<file path="src/rtl/trig_sel_pkg.sv">
package trig_sel_pkg;
    localparam int SEL_W   = 3;
    localparam int MODE_W  = 2;
    localparam int N_TMR   = 4;
    localparam int N_PWM   = 2;
    localparam int N_SRC   = 1 << SEL_W;

    localparam logic [SEL_W-1:0] SRC_SW    = 3'd0;
    localparam logic [SEL_W-1:0] SRC_PIN   = 3'd1;
    localparam logic [SEL_W-1:0] SRC_TMR0  = 3'd2;
    localparam logic [SEL_W-1:0] SRC_PWM0  = 3'd6;

    typedef enum logic [MODE_W-1:0] {
        PIN_LOW  = 2'd0,
        PIN_HIGH = 2'd1,
        PIN_FALL = 2'd2,
        PIN_RISE = 2'd3
    } pin_mode_e;

    typedef struct packed {
        logic             pin_prev;
        logic             sw_bit;
        logic [SEL_W-1:0] sel_prev;
        logic             start;
    } trig_state_t;
endpackage

</file>
<file path="src/rtl/trig_sync.sv">
module trig_sync #(
    parameter int STAGES = 2
) (
    input  logic clk,
    input  logic rst_n,
    input  logic async_i,
    output logic sync_o
);
    logic [STAGES-1:0] chain_d, chain_q;

    always_comb begin
        chain_d = {chain_q[STAGES-2:0], async_i};
    end

    always_ff @(posedge clk) begin
        if (!rst_n) chain_q <= '0;
        else        chain_q <= chain_d;
    end

    assign sync_o = chain_q[STAGES-1];
endmodule

</file>
<file path="src/rtl/trig_select.sv">
module trig_select
    import trig_sel_pkg::*;
#(
    parameter int SYNC_STAGES = 2
) (
    input  logic              clk,
    input  logic              rst_n,
    input  logic              trig_en,
    input  logic [SEL_W-1:0]  src_sel,
    input  logic [MODE_W-1:0] pin_mode,
    input  logic              sw_wr,
    input  logic              sw_wdata,
    input  logic              conv_idle,
    input  logic              ext_pin,
    input  logic [N_TMR-1:0]  tmr_evt,
    input  logic [N_PWM-1:0]  pwm_evt,
    output logic              start_o
);
    trig_state_t st_d, st_q;
    logic        pin_sync;
    logic        pin_qual;
    logic [N_SRC-1:0] evt_vec;

    trig_sync #(.STAGES(SYNC_STAGES)) u_pin_sync (
        .clk     (clk),
        .rst_n   (rst_n),
        .async_i (ext_pin),
        .sync_o  (pin_sync)
    );

    // Pin qualification per mode
    always_comb begin
        unique case (pin_mode_e'(pin_mode))
            PIN_LOW:  pin_qual = !pin_sync && conv_idle && !st_q.start;
            PIN_HIGH: pin_qual =  pin_sync && conv_idle && !st_q.start;
            PIN_FALL: pin_qual = !pin_sync &&  st_q.pin_prev;
            default:  pin_qual =  pin_sync && !st_q.pin_prev;
        endcase
    end

    // Event vector indexed by source code
    always_comb begin
        evt_vec                  = '0;
        evt_vec[SRC_SW]          = st_q.sw_bit;
        evt_vec[SRC_PIN]         = pin_qual;
        for (int i = 0; i < N_TMR; i++)
            evt_vec[int'(SRC_TMR0) + i] = tmr_evt[i];
        for (int j = 0; j < N_PWM; j++)
            evt_vec[int'(SRC_PWM0) + j] = pwm_evt[j];
    end

    always_comb begin
        st_d          = st_q;
        st_d.pin_prev = pin_sync;
        st_d.sw_bit   = sw_wr && sw_wdata;   // one-shot, self-clearing
        st_d.sel_prev = src_sel;
        st_d.start    = trig_en && (src_sel == st_q.sel_prev) && evt_vec[src_sel];
    end

    always_ff @(posedge clk) begin
        if (!rst_n) st_q <= '0;
        else        st_q <= st_d;
    end

    assign start_o = st_q.start;
endmodule

</file>
<file path="config.mk">
export PLATFORM = sky130hd
export DESIGN_NAME = trig_select
export DESIGN_NICKNAME = d
export VERILOG_FILES = /design/src/rtl/trig_sel_pkg.sv /design/src/rtl/trig_sync.sv /design/src/rtl/trig_select.sv
export SDC_FILE = /design/constraint.sdc
export NUM_CORES = 1
export LEC_CHECK = 0
export ABC_AREA = 1
export CORE_AREA = 4 4 41 43
export CTS_CLUSTER_SIZE = 14
export DETAILED_ROUTE_END_ITERATION = 10
export DIE_AREA = 0 0 45 47
export GPL_TIMING_DRIVEN = 0
export HOLD_SLACK_MARGIN = 0.1
export PLACE_DENSITY_LB_ADDON = 0.2
export SETUP_SLACK_MARGIN = 0.5
export SLEW_MARGIN = 20
export SYNTH_ARGS = -nofsm -noshare
export SYNTH_HDL_FRONTEND = slang
export SYNTH_SLANG_ARGS = --single-unit
</file>
<file path="constraint.sdc">
create_clock -name clk -period 2 [get_ports clk]
set_clock_uncertainty 0.05 [all_clocks]
set_input_delay 0.2 -clock clk [delete_from_list [all_inputs] [get_ports clk]]
set_output_delay 0.2 -clock clk [all_outputs]
set_load 0.02 [all_outputs]
</file>
Yosys cells after proc, flatten, opt, wreduce, memory -nomap -nowiden
Index checks and enable logic that the tools add are counted.
- memories: 0
- bits in latches: 0
- logic and storage cells: 25
- bits in read-only memories: 0
- input port bits: 18
- output and inout bits: 1
- bits in writable memories: 0
- bits in registers: 8
- shift-type cells: 0
- multipliers: 0
- reductions and logical operators: 13
- div/mod/pow operators: 0
- bitwise gates (word level): 0
- $add $sub $neg: 0
- order comparisons: 1
- equal/unequal tests: 3
- multiplexer cells: 3
- operators by type and width (operator ; count):
    logical AND 1 bit ; 9
    < comparator 3 x 4 -> 1 bit (second input constant) ; 1
    binary-select mux 1 bit (select 3 bit) ; 1
    equality test 3 bit ; 1
    logical NOT 1 bit ; 3
    case mux 1 bit (3 select lines) ; 1
    equality test 2 x 1 -> 1 bit (second input constant) ; 1
    equality test 2 bit (second input constant) ; 1
    logical NOT 2 bit ; 1
    two-way mux 1 bit ; 1

Depth between registers and ports, before layout
Gate-level depths: netlist of run 1.
- depth after elaboration: 7
- gate-level depth with buffers: 8
- mapped depth without buffers: 8

Modules after synthesis
From an unflattened synthesis of run 1, not the netlist that was laid out.
- cell total of the unflattened synthesis: 62
- area total of the unflattened synthesis: 394.1 um2
- by module, submodules not included (module ; cells each ; area an instance (um2) ; seq. area each (um2) ; times used):
    trig_select ; 56 ; 339.1 ; 120.1 ; 1
    trig_sync ; 6 ; 55.1 ; 40.0 ; 1

Least setup slack after synthesis of run 1
OpenSTA, ideal clock, no wires.
- path type: reg-to-reg
- start point: reg st_q (netlist bit start_o)
- end point: reg st_q (netlist bit start_o)
- path slack: 1100 ps
- required time: 1836 ps
- period minus slack after synthesis: 900 ps
- path buffers: 0
- arrival: 736 ps
- stages on the path, launching flop included: 6
- library setup time: 114 ps
- cells stage by stage: dfxtp_1 -> o21bai_1 -> nand3_1 -> nand2_1 -> nand2_1 -> a21oi_2
- longest elaborated chain between the ends: 6
- elaborated cells between the ends (all ways): 7
- classes of those cells: 3 x mux; 4 x reduce/logical
- RTL lines (item ; RTL line ; RTL):
    from (decl) ; trig_select.sv:19 ; trig_state_t st_d, st_q;
    from (signal assigned) ; trig_select.sv:62 ; else st_q <= st_d;
    logical NOT 1 bit (*) ; trig_select.sv:34, trig_select.sv:35 ;
    logical AND 1 bit (on tied branches) ; trig_select.sv:35, trig_select.sv:34 ;
    case mux 1 bit (3 select lines) (*) ; trig_select.sv:33 ; unique case (pin_mode_e'(pin_mode))
    binary-select mux 1 bit (select 3 bit) (*) ; trig_select.sv:57 ; st_d.start = trig_en && (src_sel == st_q.sel_prev) && evt_vec[src_sel];
    two-way mux 1 bit (not written as such) (*) ; trig_select.sv:57 ;
    logical AND 1 bit (*) ; trig_select.sv:57 ;
Every way passes the cells marked *; elsewhere a longest branch is shown, timed or not. The select of a mux whose other input is x is not followed.
A chain may end at the register's enable or synchronous reset.

Worst setup path in the final report of run 1
- start point: reg st_q (netlist bit start_o)
- end point: out start_o
- RTL lines (item ; RTL line ; RTL):
    to (decl) ; trig_select.sv:17 ; output logic start_o
No word-level cell between the ends.

==> results of run 1 <==
## path summary, 6_finish.rpt
path | start | endpoint | slack, ns | depth (start not counted)
worst max-delay path | start_o | start_o | 0.58 | 1
worst min-delay path | rst_n | st_q[2] | 0.15 | 3
worst max register to register | u_pin_sync.chain_q[1] | start_o | 1.08 | 8
worst min register to register | u_pin_sync.chain_q[0] | u_pin_sync.chain_q[1] | 0.36 | 2
## per-stage QoR
step	util, %	instances
after global placement	45.29	93
after floorplan	-	61
after detailed placement	45.29	93
final	47.02	96
after CTS	47.02	96
after global routing	47.02	96
## power by group
group	leakage [uW]	switching (uW)	internal [uW]
combinational	0.000234	27.0	41.6
sequential	0.0000660	2.79	167
clock	0.0000138	52.8	68.5
total	0.000314	82.7	277
## registers in the layout, summed over array words and instances, names as in the netlist
name,cells
st_q,4
u_pin_sync.chain_q,2
evt_vec,1
start_o,1
## final cells by class
cell class / instances / area share, %
Multi-Input combinational cell: 39 / 30.06
Clock buffer: 3 / 3.681
Sequential cell: 8 / 26.18
Tap cell: 15 / 3.067
Timing Repair Buffer: 17 / 27.81
Inverter: 13 / 7.975
Buffer: 1 / 1.227
## cell usage in the layout (no fill, tap or decap)
cell and instances:
o21ai_0 2, clkbuf_4 3, inv_1 12, nand2_1 22
dfxtp_1 8, nand2_2 1, nor3_2 1, nand3_2 1
o21bai_1 1, and3_1 1, buf_4 1, nand3_1 6
nor2_1 2, a21oi_1 1, clkdlybuf4s50_1 17, inv_2 1
a21oi_2 1
## cells by family after synthesis
family,count (synthesis)
flops,8
compound gates,5
buf+inv,14
simple gates,34
## routing by layer
metal | part of all wire, % | global-route usage, %
met1 | 42 | 9.840
met2 | 43 | 14.69
met3 | 12 | 2.682
met4 | 2.7 | 7.018
met5 | 0 | 0
==> summary.md, run 1 <==
| Metric | Value |
|---|---|
| Number of I/O port buffers | `17` |
| Setup WS post-layout | `0.5801 ns` |
| CP max FO | `2` |
| Pleak | `0.0003135 uW` |
| CP cell instances | `clkdlybuf4s50_1` |
| Die area | `2115 um2` |
| Mapped cell area | `400.4 um2` |
| First-pass GRT wire length | `1338 um` |
| Largest net degree at the start of global routing | `9` |
| Top-count cell post-synth | `nand2_1` |
| Worst hold slack | `0.1528 ns` |
| WP buf/inv | `1` |
| Total power | `359.3 uW` |
| Post-synth EDFFs | `0` |
| TritonRoute pass-1 iters | `4` |
| Count of different cell masters after synthesis | `15` |
| Dpl cell area | `589.3 um2` |
| Synth top area cells | `dfxtp_1 40%, nand2_1 21%, inv_1 11%, nand3_1 7.5%, nand3_2 2.5%` |
| Setup crit start kind | `flip-flop` |
| Die Ht | `47 um` |
| Slew @ Worst Pin | `0.2412 ns` |
| Synth Area in Compound Gates | `7.813%` |
| Design Area, Final | `611.8 um2` |
| Drt total wl | `809 um` |
| Slowest CP cell | `clkdlybuf4s50_1` |
| Clock Sinks | `8` |
| CTS Root Cell | `clkbuf_4` |
| DR vias/cell | `4.406` |
| Final setup violation count | `0` |
| Most used DFF post-synth | `dfxtp_1` |
| Fill cells | `147` |
| Share of the synthesized area in the top cell type | `40.00%` |
| Setup Crit Path Kind | `reg2out` |
| Slew HR | `83.87%` |
| CTS max path bufs | `2` |
| CTS buffer count | `3` |
| Synth Net Count | `79` |
| Status | `finished clean` |
| Worst vdd ir | `0.2594 mV` |
| FF+latch area | `160.2 um2` |
| Chip width | `45 um` |
| Xor and xnor area share after synthesis | `0%` |
| Core area | `1301 um2` |
| Total Routing Usage GR | `9.026%` |
| Period utilization | `70.99%` |
| Area grow syn2layout | `52.81%` |
| Antenna-violating nets left | `0` |
| Fmax | `704.3 MHz` |
| H-Tree Level Count | `1` |
| # hold bufs at CTS | `0` |
| Hold Vio Cnt, Final | `0` |
| Final HPWL DP | `659.9 um` |
| Clock latency on the worst-skew pair | `0.24 ns` |
| Max-cap violations | `0` |
| Layout cells sized above 1 | `11.11%` |
| Critical path arrival | `1.17 ns` |
| CTS tree | `yes` |
| TNS Setup | `0 ns` |
| Initial Util | `30.77%` |
| DR WL/cell | `8.427 um` |
| Area of the multi-input gates | `183.9 um2` |
| Mapped Cells | `61` |
| Total grt overflow | `0` |
| Final Net Count | `101` |
| Routed vias | `423` |
| RSZ-0062 raised after global routing | `no` |
| Pre-CTS setup slack | `0.5113 ns` |
| Inserted Diodes | `0` |
| Hold crit path type | `in2reg` |
| Clock period minus worst slack | `1.420 ns` |
| Seq cells post-synth | `8` |
| Leading area contributor after synthesis | `dfxtp_1` |
| Synth cell count leaders | `22 x nand2_1, 12 x inv_1, 8 x dfxtp_1` |
| Post-Synth Simple-Gate Area | `38.13%` |
| Largest family of logic cells by synthesized area | `simple AND/OR/NAND/NOR gates` |
| Async SR Flop Fraction | `0%` |
| Setup bufs post-CTS | `0` |
| GP Congestion | `0.7340` |
| Iteration-0 DRC Markers | `5` |
| Vias in the first global route | `361` |
| Delay-heaviest family, CP | `buffers and inverters` |
| Mux cell area share after synthesis | `0%` |
| Drt drc | `0` |
| Register area share after synthesis | `40.00%` |
| YS warnings | `0` |
| Critical Path Max Stage Delay | `0.60 ns` |
| Row count | `13` |
| Post_cts resized | `0` |
| Clock transition at the registers of the reported paths | `0.06 ns` |
| Adder-cell area share of the yosys netlist | `0%` |
| IO Count | `19` |
| Mapped Avg Cell Area | `6.564 um2` |
| Pwr Density | `587.2 nW/um2` |
| Critical path endpoint category | `primary output` |
| Initial antenna violation count | `0` |
| Req. time, crit path | `1.75 ns` |
| Slew Viols, Final | `0` |
No activity file was read; power rests on OpenSTA's default activity.
==> run 2: changes to the inputs <==
==> constraint.sdc (replaced) <==
create_clock -name clk -period 1.4 [get_ports clk]
set_clock_uncertainty 0.05 [all_clocks]
set_input_delay 0.14 -clock clk [delete_from_list [all_inputs] [get_ports clk]]
set_output_delay 0.14 -clock clk [all_outputs]
set_load 0.02 [all_outputs]
==> run 2 against run 1 <==
  * Global-route usage unchanged
  * Die area unchanged
  * Worst setup slack worse by 0.088 ns
  * Sequential cell count unchanged
  * Total power up 42%
  * Critical path depth up 7
  * Wire length up 0.37%
  * First-iteration DRC count up 20%
  * Non-clock buffer count unchanged
  * Combinational power up 38%
  * Clock-buffer cell count unchanged
  * Utilization down 0.38 points
  * Largest cell class unchanged
  * Largest power group unchanged
==> summary.md, run 2 (same netlist as run 1, synthesis figures left out) <==
| Metric | Value |
|---|---|
| Total power | `510.0 uW (+42%)` |
| Setup Crit Path Kind | `reg2reg` |
| Most flop-heavy register | `st_q` |
| Area grow syn2layout | `51.56%` |
| RSZ-0062 raised after global routing | `yes` |
| Setup bufs post-CTS | `0 (unchanged)` |
| CTS max path bufs | `2 (unchanged)` |
| Status | `finished clean` |
| First-pass GRT wire length | `1338 um (unchanged)` |
| Vias in the first global route | `359 (-0.55%)` |
| Total Routing Usage GR | `9.026% (unchanged)` |
| CTS buffer count | `3 (unchanged)` |
| Chip width | `45 um (unchanged)` |
| Hold crit path type | `in2reg` |
| Routed vias | `421 (-0.47%)` |
| Pwr Density | `840.4 nW/um2 (+43%)` |
| Critical path endpoint category | `flip-flop` |
| Slew @ Worst Pin | `0.2338 ns (-0.007363 ns)` |
| Clock latency on the worst-skew pair | `0.24 ns (about the same)` |
| GP Congestion | `0.7340 (unchanged)` |
| Row count | `13 (unchanged)` |
| DR WL/cell | `8.458 um (+0.37%)` |
| Final setup violation count | `0 (unchanged)` |
| Setup WS post-layout | `0.4923 ns (-0.08782 ns)` |
| Initial antenna violation count | `0 (unchanged)` |
| Critical path arrival | `1.05 ns (-0.12 ns)` |
| Commonest non-fill, non-tap cell in the layout | `nand2_1` |
| Core area | `1301 um2 (unchanged)` |
| Design Area, Final | `606.8 um2 (-0.82%)` |
| Slew Viols, Final | `0 (unchanged)` |
| Die area | `2115 um2 (unchanged)` |
| Max reg flops | `4 (unchanged)` |
| Pre-CTS setup slack | `-0.02867 ns (-0.5400 ns)` |
| Final Net Count | `101 (unchanged)` |
| Pleak | `0.0003207 uW (+2.3%)` |
| Initial Util | `30.77% (unchanged)` |
| IO Count | `19 (unchanged)` |
| Drt total wl | `812 um (+0.37%)` |
| Setup crit start kind | `flip-flop` |
| Req. time, crit path | `1.54 ns (-0.21 ns)` |
| Clock period minus worst slack | `0.9077 ns` |
| Total grt overflow | `0 (unchanged)` |
| Die Ht | `47 um (unchanged)` |
| Fmax | `1102 MHz` |
| CP max FO | `2 (unchanged)` |
| Clock Sinks | `8 (unchanged)` |
| DR vias/cell | `4.385 (-0.47%)` |
| Antenna-violating nets left | `0 (unchanged)` |
| Worst hold slack | `0.09327 ns (-0.05955 ns)` |
| Largest registers | `st_q (4), u_pin_sync.chain_q (2)` |
| Final HPWL DP | `659.9 um (unchanged)` |
| Drt drc | `0 (unchanged)` |
| Hold Vio Cnt, Final | `0 (unchanged)` |
| Fill cells | `151 (+2.7%)` |
| Slew HR | `84.41% (+0.54 points)` |
| Commonest cells after routing, fill and taps aside | `22 x nand2_1, 12 x clkdlybuf4s50_1, 11 x inv_1, 7 x dfxtp_1, 6 x nand3_1` |
| Layout cells sized above 1 | `14.81% (+3.7 points)` |
| Worst vdd ir | `0.3614 mV (+39%)` |
| CTS Root Cell | `clkbuf_4` |
| Number of I/O port buffers | `17 (unchanged)` |
| Dpl cell area | `589.3 um2 (unchanged)` |
| Iteration-0 DRC Markers | `6 (+1)` |
| Inserted Diodes | `0 (unchanged)` |
| CTS tree | `yes` |
| TritonRoute pass-1 iters | `4 (unchanged)` |
| Clock transition at the registers of the reported paths | `0.06 ns (about the same)` |
| Largest net degree at the start of global routing | `9 (unchanged)` |
| H-Tree Level Count | `1 (unchanged)` |
| Max-cap violations | `0 (unchanged)` |
| Period utilization | `64.83%` |
-- run 2: changes by cell type in the layout (fill, tap and decap cells not counted), sizes merged --
| cell | previous run | this run |
|---|---|---|
| clkdlybuf4s50 | 17 | 12 |
| buf | 1 | 2 |
| dlygate4sd2 | 0 | 3 |
| clkdlybuf4s15 | 0 | 1 |
-- run 2: what timing repair did --
action,CTS,global route
resized for setup,11,2
pin swaps,1,2
endpoints found under the hold margin,5,0
setup endpoints to repair,2,2
-- run 2: worst max-delay path: stages (launching register included) --
cell	delay, ns
dfxtp_2	0.32
inv_2	0.03
nand2_1	0.04
nand2_1	0.04
nor2_1	0.08
nand3_1	0.07
nand2_1	0.06
nand2_1	0.05
a21oi_2	0.10
-- run 2: stage by stage --
stage / util (%) / cells / TNS (ns)
after floorplan: - / 61 / 0
after global placement: 45.29 / 93 / -0.02768
after detailed placement: 45.29 / 93 / -0.02867
after CTS: 46.54 / 96 / 0
after global routing: 46.63 / 96 / 0
final: 46.63 / 96 / 0
-- run 2: worst paths after layout --
check | start | endpoint | slack [ns] | cells after the start
hold reg to reg | u_pin_sync.chain_q[0] | u_pin_sync.chain_q[1] | 0.36 | 2
setup / recovery | u_pin_sync.chain_q[1] | start_o | 0.49 | 8
setup reg to reg | u_pin_sync.chain_q[1] | start_o | 0.49 | 8
hold / removal | rst_n | st_q[2] | 0.09 | 3
-- run 2: power by group --
part           internal (uW)  switching [uW]
registers                238            4.27
clock network           97.9            75.4
logic                   55.6            38.8
-- run 2: cell type report --
| type | count | area (um2) | share of cell area (%) |
|---|---|---|---|
| multi-input cells | 39 | 183.9 | 30.31 |
| repair buffers | 17 | 163.9 | 27.01 |
| flip-flops and latches | 8 | 161.4 | 26.60 |
| inverters | 13 | 48.80 | 8.041 |
| clock buffers | 3 | 22.52 | 3.711 |
| well taps | 15 | 18.77 | 3.093 |
| plain buffers | 1 | 7.507 | 1.237 |
-- run 2: routing by layer --
metal  part of all wire [%]  routed length (um)  up-vias  GRT usage, %
met2                     42                 345       17         14.69
li1                       -                   -      225             -
met1                     42                 345      175         9.840
met4                    2.7                  22        0         7.018
met5                      0                   0        -             0
met3                     12                  99        4         2.682
